## src/rtl/spim_pkg.sv

```systemverilog
package spim_pkg;

    // Register byte offsets
    localparam int OFS_CTRL  = 'h00;
    localparam int OFS_CFG   = 'h04;
    localparam int OFS_TXD   = 'h08;
    localparam int OFS_RXD   = 'h0C;
    localparam int OFS_CAUSE = 'h10;
    localparam int OFS_TIME  = 'h18;

    // Field positions
    localparam int CTL_ON     = 0;
    localparam int CTL_BUSY   = 1;
    localparam int CTL_IDX    = 2;
    localparam int CFG_WIDE   = 5;
    localparam int CFG_CPOL   = 11;
    localparam int CFG_CPHA   = 12;
    localparam int CFG_TXLSB  = 13;
    localparam int CFG_RXLSB  = 14;
    localparam int TIM_DLY    = 6;

    localparam int PRE_W      = 5;
    localparam int MAX_BITS   = 16;
    localparam int HALF_W     = $clog2(2 * MAX_BITS);
    localparam int BIT_W      = $clog2(MAX_BITS);
    localparam logic [1:0] DLY_RESET = 2'd1;

    typedef struct packed {
        logic             rx_lsb;
        logic             tx_lsb;
        logic             cpha;
        logic             cpol;
        logic             wide;
        logic [PRE_W-1:0] prescale;
    } xfer_cfg_t;

    typedef enum logic [0:0] {ENG_IDLE = 1'b0, ENG_SHIFT = 1'b1} eng_state_t;

    // Word bit that travels as serial position k
    function automatic logic [BIT_W-1:0] stream_pos(input logic [BIT_W-1:0] k,
                                                    input logic lsb_first,
                                                    input logic wide);
        logic [BIT_W-1:0] top;
        top = wide ? BIT_W'(MAX_BITS - 1) : BIT_W'(MAX_BITS / 2 - 1);
        return lsb_first ? k : top - k;
    endfunction

endpackage

```

## src/rtl/spim_regs.sv

```systemverilog
module spim_regs
    import spim_pkg::*;
#(
    parameter int NUM_CS = 8,
    parameter int ADDR_W = 5
) (
    input  logic                clk,
    input  logic                rst,
    input  logic                wr,
    input  logic [ADDR_W-1:0]   addr,
    input  logic [31:0]         wdata,
    output logic [31:0]         rdata,
    input  logic                busy,
    input  logic                done,
    input  logic [MAX_BITS-1:0] rx_word,
    output xfer_cfg_t           cfg,
    output logic [1:0]          dly,
    output logic                start,
    output logic [MAX_BITS-1:0] tx_word,
    output logic [NUM_CS-1:0]   cs_n,
    output logic                irq
);
    localparam int IDX_W = $clog2(NUM_CS);

    logic             sel_on;
    logic [IDX_W-1:0] sel_idx;
    logic             flag;

    logic hit_ctrl, hit_cfg, hit_txd, hit_cause, hit_time;
    assign hit_ctrl  = wr && (addr == ADDR_W'(OFS_CTRL));
    assign hit_cfg   = wr && (addr == ADDR_W'(OFS_CFG));
    assign hit_txd   = wr && (addr == ADDR_W'(OFS_TXD));
    assign hit_cause = wr && (addr == ADDR_W'(OFS_CAUSE));
    assign hit_time  = wr && (addr == ADDR_W'(OFS_TIME));

    assign start   = hit_txd && !busy;
    assign tx_word = wdata[MAX_BITS-1:0];
    assign irq     = flag;

    always_ff @(posedge clk) begin
        if (rst) begin
            sel_on  <= 1'b0;
            sel_idx <= '0;
            cfg     <= '0;
            dly     <= DLY_RESET;
            flag    <= 1'b0;
        end else begin
            if (hit_ctrl) begin
                sel_on  <= wdata[CTL_ON];
                sel_idx <= wdata[CTL_IDX +: IDX_W];
            end
            if (hit_cfg) begin
                cfg.prescale <= wdata[PRE_W-1:0];
                cfg.wide     <= wdata[CFG_WIDE];
                cfg.cpol     <= wdata[CFG_CPOL];
                cfg.cpha     <= wdata[CFG_CPHA];
                cfg.tx_lsb   <= wdata[CFG_TXLSB];
                cfg.rx_lsb   <= wdata[CFG_RXLSB];
            end
            if (hit_time)
                dly <= wdata[TIM_DLY +: 2];
            if (done)
                flag <= 1'b1;
            else if (hit_cause && (wdata == 32'd0))
                flag <= 1'b0;
        end
    end

    // One select line per index
    for (genvar i = 0; i < NUM_CS; i++) begin : g_sel
        assign cs_n[i] = !(sel_on && (sel_idx == IDX_W'(i)));
    end

    always_comb begin
        rdata = '0;
        if (addr == ADDR_W'(OFS_CTRL)) begin
            rdata[CTL_ON]             = sel_on;
            rdata[CTL_BUSY]           = busy;
            rdata[CTL_IDX +: IDX_W]   = sel_idx;
        end else if (addr == ADDR_W'(OFS_CFG)) begin
            rdata[PRE_W-1:0]  = cfg.prescale;
            rdata[CFG_WIDE]   = cfg.wide;
            rdata[CFG_CPOL]   = cfg.cpol;
            rdata[CFG_CPHA]   = cfg.cpha;
            rdata[CFG_TXLSB]  = cfg.tx_lsb;
            rdata[CFG_RXLSB]  = cfg.rx_lsb;
        end else if (addr == ADDR_W'(OFS_RXD)) begin
            rdata[MAX_BITS-1:0] = rx_word;
        end else if (addr == ADDR_W'(OFS_CAUSE)) begin
            rdata[0] = flag;
        end else if (addr == ADDR_W'(OFS_TIME)) begin
            rdata[TIM_DLY +: 2] = dly;
        end
    end

    a_r2_one_select: assert property (@(posedge clk) disable iff (rst)
        $countones(~cs_n) <= 1);
    a_r7_flag_sets: assert property (@(posedge clk) disable iff (rst)
        done |=> irq);
    a_r7_zero_clears: assert property (@(posedge clk) disable iff (rst)
        (hit_cause && (wdata == 32'd0) && !done) |=> !irq);
    a_r7_flag_holds: assert property (@(posedge clk) disable iff (rst)
        (irq && !(hit_cause && (wdata == 32'd0))) |=> irq);

endmodule

```

## src/rtl/spim_clkgen.sv

```systemverilog
module spim_clkgen
    import spim_pkg::*;
(
    input  logic             clk,
    input  logic             rst,
    input  logic             run,
    input  logic             restart,
    input  logic [PRE_W-1:0] prescale,
    input  logic [1:0]       dly,
    output logic             half_last,
    output logic             samp_pt
);
    logic [PRE_W-1:0] cnt;
    logic [PRE_W-1:0] dly_x;
    logic [PRE_W-1:0] samp_at;

    assign dly_x     = PRE_W'(dly);
    assign samp_at   = (dly_x > prescale) ? prescale : dly_x;
    assign half_last = (cnt == prescale);
    assign samp_pt   = (cnt == samp_at);

    always_ff @(posedge clk) begin
        if (rst || restart || !run || half_last)
            cnt <= '0;
        else
            cnt <= cnt + 1'b1;
    end

    a_r8_count_bound: assert property (@(posedge clk) disable iff (rst)
        run |-> (cnt <= prescale));

endmodule

```

## src/rtl/spim_engine.sv

```systemverilog
module spim_engine
    import spim_pkg::*;
(
    input  logic                clk,
    input  logic                rst,
    input  logic                start,
    input  logic [MAX_BITS-1:0] tx_in,
    input  xfer_cfg_t           cfg,
    input  logic                half_last,
    input  logic                samp_pt,
    input  logic                miso,
    output logic                sclk,
    output logic                mosi,
    output logic                busy,
    output logic                done,
    output logic [MAX_BITS-1:0] rx_word
);
    eng_state_t          state;
    logic [HALF_W-1:0]   half;
    logic [MAX_BITS-1:0] tx_sh;
    logic [MAX_BITS-1:0] rx_acc;
    logic [MAX_BITS-1:0] rx_next;
    logic [HALF_W-1:0]   last_half;
    logic [BIT_W-1:0]    k;
    logic [BIT_W-1:0]    tx_idx;
    logic [BIT_W-1:0]    rx_idx;
    logic                sample;

    assign busy      = (state == ENG_SHIFT);
    assign last_half = cfg.wide ? HALF_W'(2 * MAX_BITS - 1) : HALF_W'(MAX_BITS - 1);
    assign k         = half[HALF_W-1:1];
    assign tx_idx    = stream_pos(k, cfg.tx_lsb, cfg.wide);
    assign rx_idx    = stream_pos(k, cfg.rx_lsb, cfg.wide);

    // Bit k occupies halves 2k and 2k+1; the sampling edge opens half 2k+1
    assign sclk   = busy ? (cfg.cpol ^ cfg.cpha ^ half[0]) : cfg.cpol;
    assign mosi   = busy ? tx_sh[tx_idx] : 1'b0;
    assign sample = busy && half[0] && samp_pt;
    assign done   = busy && (half == last_half) && half_last;

    always_comb begin
        rx_next = rx_acc;
        if (sample)
            rx_next[rx_idx] = miso;
    end

    always_ff @(posedge clk) begin
        if (rst) begin
            state   <= ENG_IDLE;
            half    <= '0;
            tx_sh   <= '0;
            rx_acc  <= '0;
            rx_word <= '0;
        end else begin
            case (state)
                ENG_IDLE: begin
                    if (start) begin
                        state  <= ENG_SHIFT;
                        half   <= '0;
                        tx_sh  <= tx_in;
                        rx_acc <= '0;
                    end
                end
                default: begin
                    rx_acc <= rx_next;
                    if (done) begin
                        state   <= ENG_IDLE;
                        rx_word <= rx_next;
                    end else if (half_last) begin
                        half <= half + 1'b1;
                    end
                end
            endcase
        end
    end

    a_r6_busy_until_done: assert property (@(posedge clk) disable iff (rst)
        (busy && !done) |=> busy);
    a_r6_busy_from_start: assert property (@(posedge clk) disable iff (rst)
        $rose(busy) |-> $past(start));
    a_r3_last_level: assert property (@(posedge clk) disable iff (rst)
        $fell(busy) |-> ($past(sclk) == (cfg.cpol ^ !cfg.cpha)));

endmodule

```

## src/rtl/spi_word_master.sv

```systemverilog
module spi_word_master
    import spim_pkg::*;
#(
    parameter int NUM_CS = 8,
    parameter int ADDR_W = 5
) (
    input  logic              clk,
    input  logic              rst,
    input  logic              reg_wr,
    input  logic [ADDR_W-1:0] reg_addr,
    input  logic [31:0]       reg_wdata,
    output logic [31:0]       reg_rdata,
    output logic              spi_sclk,
    output logic              spi_mosi,
    input  logic              spi_miso,
    output logic [NUM_CS-1:0] spi_cs_n,
    output logic              irq
);
    xfer_cfg_t           cfg;
    logic [1:0]          dly;
    logic                start;
    logic                busy;
    logic                done;
    logic                half_last;
    logic                samp_pt;
    logic [MAX_BITS-1:0] tx_word;
    logic [MAX_BITS-1:0] rx_word;

    spim_regs #(.NUM_CS(NUM_CS), .ADDR_W(ADDR_W)) u_regs (
        .clk(clk), .rst(rst), .wr(reg_wr), .addr(reg_addr), .wdata(reg_wdata),
        .rdata(reg_rdata), .busy(busy), .done(done), .rx_word(rx_word),
        .cfg(cfg), .dly(dly), .start(start), .tx_word(tx_word),
        .cs_n(spi_cs_n), .irq(irq)
    );

    spim_clkgen u_clkgen (
        .clk(clk), .rst(rst), .run(busy), .restart(start),
        .prescale(cfg.prescale), .dly(dly),
        .half_last(half_last), .samp_pt(samp_pt)
    );

    spim_engine u_engine (
        .clk(clk), .rst(rst), .start(start), .tx_in(tx_word), .cfg(cfg),
        .half_last(half_last), .samp_pt(samp_pt), .miso(spi_miso),
        .sclk(spi_sclk), .mosi(spi_mosi), .busy(busy), .done(done),
        .rx_word(rx_word)
    );

endmodule

```

## config.mk

```make
export PLATFORM = sky130hd
export DESIGN_NAME = spi_word_master
export DESIGN_NICKNAME = d
export VERILOG_FILES = /design/src/rtl/spim_pkg.sv /design/src/rtl/spim_regs.sv /design/src/rtl/spim_clkgen.sv /design/src/rtl/spim_engine.sv /design/src/rtl/spi_word_master.sv
export SDC_FILE = /design/constraint.sdc
export NUM_CORES = 1
export LEC_CHECK = 0
export BUFFER_PORTS_ARGS = -buffer_cell sky130_fd_sc_hd__buf_2
export CAP_MARGIN = 20
export CORE_ASPECT_RATIO = 0.75
export CORE_MARGIN = 2
export CORE_UTILIZATION = 55
export CTS_CLUSTER_SIZE = 28
export DETAILED_ROUTE_END_ITERATION = 10
export GPL_TIMING_DRIVEN = 0
export PLACE_DENSITY = 0.91
export SKIP_CTS_REPAIR_TIMING = 1
export SLEW_MARGIN = 20
export SYNTH_ARGS = -nofsm -noshare
export SYNTH_HDL_FRONTEND = slang
export SYNTH_HIERARCHICAL = 1
export SYNTH_SLANG_ARGS = --single-unit
```

## constraint.sdc

```tcl
create_clock -name clk -period 8.7 [get_ports clk]
set_clock_uncertainty 0.2 [all_clocks]
set_input_delay 0.435 -clock clk [delete_from_list [all_inputs] [get_ports clk]]
set_output_delay 0.435 -clock clk [all_outputs]
set_load 0.01 [all_outputs]
```

# Word level (Yosys, flattened, before mapping)
# Index checks and enable logic that the tools add are counted.
[op_classes] muxes=37 div_mod_pow=0 bitwise_logic=3 n_addsub=3 mul=0 n_reduce_logical=40 n_shift=0 order_cmp=4 eq_ne=17
[ops] op="two-way mux 16 bit" n=3
[ops] op="two-way mux 5 bit" n=9
[ops] op="logical NOT 32 bit" n=1
[ops] op="logical AND 1 bit" n=20
[ops] op="bitwise mux 16 bit" n=1
[ops] op="two-way mux 4 bit" n=4
[ops] op="equality test 5 bit" n=3
[ops] op="equality test 3 bit, second input constant" n=4
[ops] op="two-way mux 1 bit" n=12
[ops] op="two-way mux 11 bit" n=1
[ops] op="adder 5 x 1 -> 5 bit, second input constant" n=2
[ops] op="equality test 5 x 4 -> 1 bit, second input constant" n=2
[ops] op="equality test 5 bit, second input constant" n=2
[ops] op="< comparator 4 x 5 -> 1 bit, second input constant" n=2
[ops] op="logical NOT 1 bit" n=9
[ops] op="two-way mux 8 bit" n=1
[ops] op="equality test 3 x 2 -> 1 bit, second input constant" n=2
[ops] op="two-way mux 2 bit" n=3
[ops] op="two-way mux 6 bit" n=1
[ops] op="equality test 5 x 3 -> 1 bit, second input constant" n=1
[ops] op="> comparator 2 x 5 -> 1 bit" n=1
[ops] op="logical NOT 5 bit" n=1
[ops] op="binary-select mux 1 bit (select 4 bit)" n=1
[ops] op="demux 1 bit (select 4 bit)" n=1
[ops] op="11 further kinds" n=17
[word_totals] mem_bits_ro=0 latchBits=0 ramBits=0 mem_count=0 ff_bits=76 elab_cells=120 out_inout_bits=43 input_bits=41

# Depth between registers and ports, before layout
# Gate-level depths: netlist of run 1.
[depth] depth_word=10 mapped_depth=12 ltp_nobuf=12

# Hierarchy
# Netlist of run 1, hierarchy kept.
[by_module_without_submodules] module="spim_engine" cells_per_inst=341 seq_area_each_um2=1081.0 n_inst=1 area_per_inst_um2=2683.8
[by_module_without_submodules] module="spim_regs" cells_per_inst=165 seq_area_each_um2=340.3 n_inst=1 area_per_inst_um2=1335.0
[by_module_without_submodules] module="spim_clkgen" cells_per_inst=41 seq_area_each_um2=100.1 n_inst=1 area_per_inst_um2=380.4

# Least setup slack after synthesis of run 1
# Ideal clock, no wire load.
[synth_path] path_type="reg-to-reg" from="reg u_regs.dly[0]" to="reg u_engine.rx_acc[6]" required_ns=8.372 path_stages_with_launch=13 path_buffers=0 setup_ns=0.128 synth_period_minus_slack_ns=2.857 setup_slack_ns=5.843 t_arrival_ns=2.528 path_cell_list="dfxtp_1 inv_1 ha_1 a2111oi_4 o21ai_2 mux2i_1 xnor2_1 a2111oi_2 nand3_1 a21oi_2 nand2_1 a21oi_1 o22ai_1"
[synth_between] elab_chain_len=6
[synth_rtl] item="start, declared" line="spim_regs.sv:17" text="output logic [1:0] dly,"
[synth_rtl] item="start signal, assigned" line="spim_regs.sv:61" text="dly <= wdata[TIM_DLY +: 2];"
[synth_rtl] item="> comparator 2 x 5 -> 1 bit" line="spim_clkgen.sv:18" text="assign samp_at = (dly_x > prescale) ? prescale : dly_x;"
[synth_rtl] item="two-way mux 5 bit *" line="spim_clkgen.sv:18"
[synth_rtl] item="equality test 5 bit *" line="spim_clkgen.sv:20" text="assign samp_pt = (cnt == samp_at);"
[synth_rtl] item="net samp_pt" line="spi_word_master.sv:25" text="logic samp_pt;"
[synth_rtl] item="logical AND 1 bit *" line="spim_engine.sv:38" text="assign sample = busy && half[0] && samp_pt;"
[synth_rtl] item="two-way mux 16 bit *" line="spim_engine.sv:43" text="if (sample)"
[synth_rtl] item="two-way mux 16 bit *" line="spim_engine.sv:55" text="case (state)"
[synth_rtl] item="end signal, assigned" line="spim_engine.sv:65" text="rx_acc <= rx_next;"
[synth_rtl] item="end, declared" line="spim_engine.sv:21" text="logic [MAX_BITS-1:0] rx_acc;"
# The timed path passes the listed nets; every way through them passes the cells marked *.
# A chain may end at the register's enable or synchronous reset.

# Worst setup path after layout of run 1
# Same ends and word-level chain as after synthesis.

==> impl_results.md, run 1 <==
* Max Cap Viol at 0
* TritonCTS clock tree: built
* Most common cell in the netlist: dfxtp_1
* Post-Route WL at 11.5 mm
* CTS Buf Count at 9
* Tmin final at 3.51 ns
* Metal-1 WL at 5.05 mm
* First-pass GRT wire length at 18.2 mm
* Synth area leader: dfxtp_1
* Fin util at 65.7%
* Mux cell area share after synthesis at 6.85%
* Ranking of synthesized cells by area: dfxtp_1 35%, mux2i_1 6.6%, buf_4 6.1%, nand2_1 5.6%, nor2_1 5.0%
* Synth Area in XOR/XNOR at 3.58%
* Site Rows at 28
* Post-synthesis sequential area ratio at 34.6%
* H-tree lvl count at 3
* Final TNS setup at 0 ns
* Hpwl dp at 8.76 mm
* DRT antenna net count at 0
* GP Congestion at 0.910
* CP required at 8.72 ns
* Period utilisation layout at 40.4%
* Top cell type's share of synthesized area at 34.6%
* Die area at 8740 sq um
* Syn Area/Cell at 8.04 sq um
* Clock tree buffer depth at 2
* Total GRT Usage at 27.0%
* Endpoint type of the worst setup path: flip-flop
* Asr flop ratio synth at 0%
* CP Data Arrival Time at 3.54 ns
* Initial antenna violation count at 0
* Power per cell area at 134 nW/um^2
* Finished Layout Cells at 750
* # IOs at 84
* Post-synthesis cell count at 547
* Switch Pwr at 169 uW
* Outcome: complete, no violations
* Met2 WL at 5.21 mm
* Flop pwr share at 51.0%
* Cell area after synthesis at 4400 sq um
* Worst-Margin Slew at 0.692 ns
* Complex-gate fraction of the synthesized area at 16.2%
* Unrepaired setup endpoints after global routing: no
* Final hold slack at 0.153 ns
* VDD IR max at 0.0000850 V
* Main synth FF type: dfxtp_1
* F_max at 285 MHz
* Placeable core area at 7810 sq um
* Largest family of logic cells by synthesized area: simple AND/OR/NAND/NOR gates
* Switch share at 24.7%
* Pins Over Slew Limit at 0
* # DRC at 0
* Avg WL per Cell at 15.4 um
* Int Pwr at 516 uW
* Buffers added on ports at 67
* Worst min-delay path class: primary input to flip-flop
* Clock sinks at 76
* Pleak at 2.09 nW
* Library cells used by synthesis at 62
* Placed cell area at 4920 sq um
* # diodes at 0
* Final Hold Vio Count at 0
* Post-DR vias/cell at 5.61
* Clock Tree Root: clkbuf_8
* Max Used Layer: met4
* Post-synthesis simple-gate area fraction at 25.9%
* Crit Path Category: flip-flop to flip-flop
* # nets final at 685
* CP max FO at 6
* Final setup viols at 0
* Worst-skew pair later-pin latency at 0.35 ns
* Clk pin slew, worst setup/hold paths at 0.08 ns
* Comb pwr share at 8.2%
* Clk pwr share at 40.8%
* Die width at 107 um
* Dpl cells at 734
* Initial Util at 56.3%
* Syn. warnings at 6
* Synthesized flop and latch total at 76
* Rel. slew slack at 53.4%
* Grt total ovfl at 0
* Vias at 4210
* Met3 wire len at 1.07 mm
* Area Growth Syn to Fin at 16.6%
* Initial DRC Count at 457
* Top post-synthesis cells by count: 76 x dfxtp_1, 66 x nand2_1, 59 x nor2_1, 43 x a21oi_1, 36 x buf_4
* Die H at 81.5 um
* Startpoint types: flip-flop
* Layout cells sized above 1 at 24.0%
* Largest net degree at the start of global routing at 15
* Vias in the first global route at 3784
* Adder and majority cell fraction of the synthesized area at 1.14%
* Post-synth EDFFs at 0
* Final instance area at 5130 sq um
* Drt first pass iters at 5
## routing by layer
| metal | vias to the layer above | global-route usage, % |
|---|---|---|
| met1 | 1936 | 36.1 |
| met4 | 0 | 10.0 |
| li1 | 2049 | - |
| met5 | - | 0 |
| met3 | 31 | 5.95 |
| met2 | 194 | 43.0 |
## cells in the final DEF, fill, tap and decap left out, drive strengths merged, types with 3 or more instances in the layout
cell,instances
a2111oi,3
a211oi,8
a21oi,47
a311oi,6
a31oi,4
and3,4
buf,119
clkbuf,23
conb,16
dfxtp,76
ha,4
inv,26
mux2i,29
nand2,66
nand2b,6
nand3,24
nand3b,7
nand4,3
nor2,59
nor2b,10
nor3,11
nor4,8
nor4b,4
o22ai,20
or3,5
or3b,4
xnor2,11
xor2,7
## final timing paths
path / start / to / slack [ns] / cells past startpoint
hold reg to reg: u_engine/rx_acc[15]$_SDFFE_PP0P_ / u_engine/rx_acc[15]$_SDFFE_PP0P_ / 0.25 / 2
setup reg to reg: u_regs/dly[0]$_SDFFE_PP1P_ / u_engine/rx_acc[6]$_SDFFE_PP0P_ / 5.19 / 12
setup / recovery: u_regs/dly[0]$_SDFFE_PP1P_ / u_engine/rx_acc[6]$_SDFFE_PP0P_ / 5.19 / 12
hold / removal: reg_wdata[12] / u_regs/cfg[7]$_SDFFE_PP0P_ / 0.15 / 3
## layout make-up
type	count	area, sq um
buffer	65	415
clock inverter	6	71.3
clock buffer	10	138
multi-input combinational	396	2420
inverter	25	93.8
fill	642	2680
sequential	76	1520
timing repair buffer	67	335
tap	105	131
## metrics by stage
| step | power (mW) | setup WS (ns) |
|---|---|---|
| after floorplan | 0.392 | 5.84 |
| after global placement | 0.412 | 5.41 |
| after detailed placement | 0.413 | 5.32 |
| after CTS | 0.687 | 5.28 |
| after global routing | 0.710 | 4.96 |
| final | 0.686 | 5.19 |
## critical path: stages (launching register included)
cell	delay [ns]
dfxtp_1	0.40
inv_1	0.06
ha_1	0.33
a2111oi_4	0.37
o21ai_2	0.13
mux2i_1	0.15
xnor2_1	0.14
a2111oi_2	0.48
nand3_1	0.30
a21oi_2	0.38
nand2_1	0.18
a21oi_1	0.16
o22ai_1	0.10
## power groups by stage
| stage | clock network, mW | registers [mW] | logic, mW |
|---|---|---|---|
| 3_5_place_dp | 0 | 0.358 | 0.0549 |
| 6_report | 0.280 | 0.350 | 0.0561 |
| 5_1_grt | 0.299 | 0.350 | 0.0607 |
| 4_1_cts | 0.282 | 0.350 | 0.0551 |
| 2_1_floorplan | 0 | 0.358 | 0.0344 |
| 3_3_place_gp | 0 | 0.358 | 0.0535 |
## state kept, by name, summed over array words and instances, names as in the netlist
register,count
u_regs/cfg,10
u_regs/irq,1
u_engine/tx_sh,16
u_regs/sel_idx,3
u_engine/busy,1
u_clkgen/cnt,5
u_engine/rx_acc,16
u_engine/half,5
u_regs/dly,2
u_regs/sel_on,1
u_engine/rx_word,16
## cell families after synthesis
family,after synthesis
and+or+nand+nor,224
buffers and inverters,90
other,1
xor gates and xnor gates,18
AOI/OAI and AO/OA,104
muxes,30
adders and majority gates,4
DFF,76
Power figures use the tool's default switching activity.
==> run 2, diff against run 1 <==
clock period = 3.3 ns   (was 8.7 ns; I/O delays follow)
==> run 2 against run 1 <==
The flow now finishes with violations (negative hold slack). Critical path depth did not move. Core utilization increased by 2.8 points. Non-clock buffer count grew 16. Worst setup slack got worse by 5.1 ns. Via count up 2.2%. Combinational power grew to 3.0 times the previous value. Register-to-register slack worse by 5.1 ns. Routed wire length up 5.7%. Critical endpoint is now u_engine/rx_acc[5]$_SDFFE_PP0P_. Largest cell class unchanged.
==> impl_results.md, run 2 (synthesized netlist as in run 1, its figures left out) <==
* Commonest non-fill, non-tap cell in the layout: buf_2
* H-tree lvl count at 3 (unchanged)
* Buffers added on ports at 67 (unchanged)
* Final setup viols at 0 (unchanged)
* Post-Route WL at 12.2 mm (+5.7%)
* Hpwl dp at 8.76 mm (unchanged)
* Switch share at 24.9% (+0.23 points)
* Total GRT Usage at 27.0% (unchanged)
* Die width at 107 um (unchanged)
* Met3 wire len at 993 um (-6.9%)
* Rel. slew slack at 53.2% (-0.21 points)
* First-pass GRT wire length at 18.2 mm (unchanged)
* Die area at 8740 sq um (unchanged)
* # IOs at 84 (unchanged)
* Initial Util at 56.3% (unchanged)
* CTS Buf Count at 9 (unchanged)
* CP required at 3.33 ns (-5.39 ns)
* Startpoint types: flip-flop
* Area Growth Syn to Fin at 21.7%
* VDD IR max at 0.000230 V (+170%)
* Worst min-delay path class: primary input to flip-flop
* Most frequent cells in the layout: 78 x buf_2, 76 x dfxtp_1, 66 x nand2_1
* Layout cells sized above 1 at 23.8% (-0.28 points)
* Post-DR vias/cell at 5.62 (about the same)
* GP Congestion at 0.910 (unchanged)
* Avg WL per Cell at 15.9 um (+3.5%)
* DP Worst Slack at -0.0761 ns (-5.40 ns)
* Max Cap Viol at 0 (unchanged)
* Met2 WL at 5.65 mm (+8.5%)
* # DRC at 0 (unchanged)
* Largest regs: u_engine/rx_acc x16, u_engine/rx_word x16, u_engine/tx_sh x16
* Flop pwr share at 50.4% (-0.6 points)
* Clk pwr share at 40.5% (-0.3 points)
* Int Pwr at 1.37 mW (+170%)
* CP most frequent cell: a2111oi_4
* Slowest stage cell, crit path: dfxtp_1
* Critical path cell sequence: inv_1 -> ha_1 -> a2111oi_4 -> o21ai_2 -> mux2i_1 -> xnor2_1 -> a2111oi_4 -> nand3_4 -> a21oi_4 -> nand2_1 -> a21oi_1 -> o22ai_1
* # nets final at 701 (+2.3%)
* Worst-Margin Slew at 0.695 ns (+0.00307 ns)
* Outcome: finished with violations
* Vias in the first global route at 3784 (unchanged)
* Largest net degree at the start of global routing at 15 (unchanged)
* Failing checks: negative hold slack
* Grt total ovfl at 0 (unchanged)
* Die H at 81.5 um (unchanged)
* Pins Over Slew Limit at 0 (unchanged)
* Crit Path Category: flip-flop to flip-flop
* Tmin final at 3.23 ns (-0.281 ns)
* Pleak at 2.17 nW (+3.5%)
* DRT antenna net count at 0 (unchanged)
* Vias at 4303 (+2.2%)
* Drt first pass iters at 5 (unchanged)
* Placed cell area at 4920 sq um (unchanged)
* Site Rows at 28 (unchanged)
* Initial antenna violation count at 0 (unchanged)
* Comb pwr share at 9.1% (+0.9 points)
* Final Hold Vio Count at 1 (+1)
* Placeable core area at 7810 sq um (unchanged)
* CP max FO at 5 (-1)
* PnR worst setup slack at 0.0689 ns (-5.12 ns)
* # diodes at 0 (unchanged)
* Max Used Layer: met4
* Clock Tree Root: clkbuf_8
* Worst-skew pair later-pin latency at 0.36 ns (about the same)
* Final hold slack at -0.0135 ns (-0.167 ns)
* Clock sinks at 76 (unchanged)
* Switch Pwr at 456 uW (+170%)
* Endpoint type of the worst setup path: flip-flop
* TritonCTS clock tree: built
* Final instance area at 5350 sq um (+4.3%)
* Clk pin slew, worst setup/hold paths at 0.08 ns (about the same)
* F_max at 309 MHz (+8.7%)
* Clock tree buffer depth at 2 (unchanged)
* CP Data Arrival Time at 3.26 ns (-0.28 ns)
* Critical path's largest stage delay at 0.39 ns (-0.09 ns)
* Initial DRC Count at 372 (-19%)
* Power per cell area at 342 nW/um^2 (+160%)
* Metal-1 WL at 5.35 mm (+5.9%)
* Fill cell count at 592 (-7.8%)
* Period utilisation layout at 97.9% (+58 points)
==> run 2: layout make-up <==
type	count	area, sq um	share of cell area [%]
buffer	65	415	7.76
clock buffer	10	138	2.57
clock inverter	6	71.3	1.33
inverter	25	93.8	1.75
multi-input combinational	396	2490	46.4
sequential	76	1520	28.4
tap	105	131	2.45
timing repair buffer	83	495	9.26
==> run 2: worst max-delay path: cells and delay by family (launching register included) <==
kind | cells | cell delay (ns)
compound gates | 6 | 1.44
xor+xnor | 1 | 0.12
fa+ha+maj | 1 | 0.33
buf+inv | 1 | 0.06
flops | 1 | 0.39
mux | 1 | 0.20
simple gates | 2 | 0.34
==> run 2: metrics by stage <==
stage	total power, mW	cells	TNS [ns]	hold WS [ns]	util [%]
3_3_place_gp	1.09	734	0	0.224	63.0
4_1_cts	1.81	750	-1.17	-0.126	65.7
6_report	1.83	766	0	-0.0135	68.5
3_5_place_dp	1.09	734	-0.382	0.242	63.0
5_1_grt	1.89	766	-0.142	0.00941	68.5
2_1_floorplan	1.03	562	0	0.109	-
==> run 2: final timing paths <==
| kind | from | end | slack [ns] | depth (start not counted) |
|---|---|---|---|---|
| max | u_regs/dly[0]$_SDFFE_PP1P_ | u_engine/rx_acc[5]$_SDFFE_PP0P_ | 0.07 | 12 |
| min | reg_wdata[8] | u_engine/tx_sh[8]$_SDFFE_PP0P_ | -0.01 | 4 |
| max reg2reg | u_regs/dly[0]$_SDFFE_PP1P_ | u_engine/rx_acc[5]$_SDFFE_PP0P_ | 0.07 | 12 |
| min reg2reg | u_engine/rx_acc[15]$_SDFFE_PP0P_ | u_engine/rx_acc[15]$_SDFFE_PP0P_ | 0.25 | 2 |
==> run 2: layer usage <==
| layer | vias up | global-route usage (%) |
|---|---|---|
| li1 | 2077 | - |
| met1 | 1997 | 36.1 |
| met2 | 202 | 43.0 |
| met3 | 27 | 5.95 |
| met4 | 0 | 10.0 |
| met5 | - | 0 |
==> run 2: power groups by stage <==
stage                     Clock [mW]  Sequential (mW)  Combinational [mW]
final                          0.741            0.923               0.166
after global routing           0.787            0.923               0.179
after CTS                      0.744            0.923               0.145
after detailed placement           0            0.944               0.145
after global placement             0            0.944               0.141
after floorplan                    0            0.943              0.0908
==> run 3, diff against run 2 <==
clock period = 3.05 ns   (was 3.3 ns; I/O delays follow)
==> run 3 against run 2 <==
The flow finishes with violations (negative setup slack). Clock power rose by 8.0%. Global-route usage unchanged. Routed wire length grew 4.4%. Critical path depth did not move. Total power rose by 8.3%. Sequential cell count unchanged. Critical endpoint is now u_engine/rx_word[6]$_SDFFE_PP0P_. Largest cell class unchanged. Highest routed layer unchanged.
==> impl_results.md, run 3 (synthesized netlist as in run 1, its figures left out) <==
* Clk pin slew, worst setup/hold paths at 0.08 ns (about the same)
* Crit Path Category: flip-flop to flip-flop
* Slowest stage cell, crit path: a2111oi_4
* Layout cells sized above 1 at 27.8% (+4.0 points)
* F_max at 323 MHz (+4.4%)
* Failing checks: negative setup slack
* Post-DR vias/cell at 5.73 (+2.1%)
* Vias in the first global route at 3784 (unchanged)
* First-pass GRT wire length at 18.2 mm (unchanged)
* Clock Tree Root: clkbuf_8
* DP Worst Slack at -0.326 ns (-0.250 ns)
* Initial Util at 56.3% (unchanged)
* CP required at 3.07 ns (-0.26 ns)
* # nets final at 706 (+0.71%)
* Worst min-delay path class: primary input to flip-flop
* # diodes at 0 (unchanged)
* GP Congestion at 0.910 (unchanged)
* VDD IR max at 0.000247 V (+7.6%)
* Endpoint type of the worst setup path: flip-flop
* End of the worst hold path: u_regs/dly[0]$_SDFFE_PP1P_
* Placed cell area at 4920 sq um (unchanged)
* Max Cap Viol at 0 (unchanged)
* PnR worst setup slack at -0.0448 ns (-0.114 ns)
* Final Hold Vio Count at 0 (-1)
* R2R setup slack at -0.04 ns (-0.11 ns)
* Hpwl dp at 8.76 mm (unchanged)
* Area Growth Syn to Fin at 24.7%
* Power per cell area at 361 nW/um^2 (+5.6%)
* Total GRT Usage at 27.0% (unchanged)
* Final instance area at 5490 sq um (+2.5%)
* Initial antenna violation count at 0 (unchanged)
* H-tree lvl count at 3 (unchanged)
* DRT antenna net count at 0 (unchanged)
* TritonCTS clock tree: built
* Worst-Margin Slew at 0.653 ns (-0.0421 ns)
* Commonest non-fill, non-tap cell in the layout: buf_2
* Pleak at 2.20 nW (+1.5%)
* CP Data Arrival Time at 3.11 ns (-0.15 ns)
* Outcome: finished with violations
* Site Rows at 28 (unchanged)
* Placeable core area at 7810 sq um (unchanged)
* Pins Over Slew Limit at 0 (unchanged)
* Buffers added on ports at 67 (unchanged)
* Most frequent cells in the layout: 78 x buf_2, 72 x dfxtp_1, 59 x nor2_1
* Largest regs: u_engine/rx_acc x16, u_engine/rx_word x16, u_engine/tx_sh x16
* Crit. Startpoint: u_regs/cfg[1]$_SDFFE_PP0P_
* Clock tree buffer depth at 2 (unchanged)
* Hold path depth at 3 (-1)
* CP most frequent cell: a2111oi_4
* Crit path max-delay family: compound AO/OA/AOI/OAI gates
* Drt first pass iters at 5 (unchanged)
* Period utilisation layout at 101% (+3.6 points)
* Worst-skew pair later-pin latency at 0.35 ns (about the same)
* Rel. slew slack at 56.1% (+2.8 points)
* Final setup viols at 3 (+3)
* # DRC at 0 (unchanged)
* Hold Startpoint: reg_wr
* Vias at 4421 (+2.7%)
* CTS Buf Count at 9 (unchanged)
* Critical path cell sequence: inv_2 -> ha_4 -> a2111oi_4 -> o21ai_2 -> mux2i_1 -> xnor2_1 -> a2111oi_4 -> nand3_4 -> a21oi_4 -> nand2_2 -> nand2_1 -> a311oi_2
* Critical path's largest stage delay at 0.37 ns (-0.02 ns)
* Startpoint types: flip-flop
* Avg WL per Cell at 16.5 um (+3.7%)
* Grt total ovfl at 0 (unchanged)
* Largest net degree at the start of global routing at 15 (unchanged)
* Die H at 81.5 um (unchanged)
* Worst reg-to-reg path cell count at 12 (unchanged)
* CP bufs+invs at 1 (unchanged)
* # IOs at 84 (unchanged)
* Clock sinks at 76 (unchanged)
* Tmin final at 3.09 ns (-0.136 ns)
* CP max FO at 6 (+1)
* Reg-to-reg endpoint: u_engine/rx_word[6]$_SDFFE_PP0P_
* Fill cell count at 567 (-4.2%)
* Die area at 8740 sq um (unchanged)
* Post-Route WL at 12.7 mm (+4.4%)
* Initial DRC Count at 433 (+16%)
* Unrepaired setup endpoints after global routing: yes
* Worst r2r src: u_regs/cfg[1]$_SDFFE_PP0P_
* Die width at 107 um (unchanged)
run 3: cell types whose count changed in the layout (fill, tap and decap cells not counted), sizes merged:
cell / change
dlygate4sd3: +1
buf: +4
run 3: layout make-up:
class | count | area, sq um | share of cell area (%)
multi-input combinational | 396 | 2570 | 46.8
sequential | 76 | 1530 | 27.9
timing repair buffer | 88 | 536 | 9.76
buffer | 65 | 415 | 7.57
clock buffer | 10 | 138 | 2.51
tap | 105 | 131 | 2.39
inverter | 25 | 93.8 | 1.71
clock inverter | 6 | 71.3 | 1.30
run 3: how the worst max path moves through the flow:
stage / end / slack (ns) / cells past startpoint
after floorplan: u_engine/rx_acc[6]$_SDFFE_PP0P_ / 0.19 / 12
after global placement: u_engine/rx_acc[7]$_SDFFE_PP0P_ / -0.24 / 12
after detailed placement: u_engine/rx_acc[6]$_SDFFE_PP0P_ / -0.33 / 12
after CTS: u_engine/rx_acc[6]$_SDFFE_PP0P_ / -0.37 / 12
after global routing: u_engine/rx_word[6]$_SDFFE_PP0P_ / -0.13 / 12
final: u_engine/rx_word[6]$_SDFFE_PP0P_ / -0.04 / 12
run 3: routing by layer:
| layer | vias up | global-route usage [%] | part of all wire (%) | wire length [um] |
|---|---|---|---|---|
| li1 | 2091 | - | - | - |
| met3 | 40 | 5.95 | 10 | 1340 |
| met5 | - | 0 | 0 | 0 |
| met2 | 251 | 43.0 | 46 | 5880 |
| met4 | 0 | 10.0 | 2.4 | 306 |
| met1 | 2039 | 36.1 | 41 | 5230 |
run 3: worst min-delay path: cells and delay by family:
family,cells,cell delay (ns)
compound gates,2,0.22
buf+inv,1,0.16
run 3: stage by stage:
stage | hold slack (ns) | util (%) | TNS [ns] | power [mW] | std cells
after floorplan | 0.0964 | - | 0 | 1.12 | 562
after global placement | 0.212 | 63.0 | -4.56 | 1.17 | 734
after detailed placement | 0.234 | 63.0 | -5.69 | 1.18 | 734
after CTS | -0.139 | 65.7 | -6.67 | 1.96 | 750
after global routing | 0.0134 | 70.2 | -1.31 | 2.05 | 771
final | 0.0128 | 70.2 | -0.0635 | 1.98 | 771
run 3: where the power goes:
part           total (mW)  internal [mW]  switching (mW)
Clock               0.800          0.406           0.394
Sequential          0.997          0.993         0.00406
Combinational       0.185         0.0887          0.0962
Total                1.98           1.49           0.495
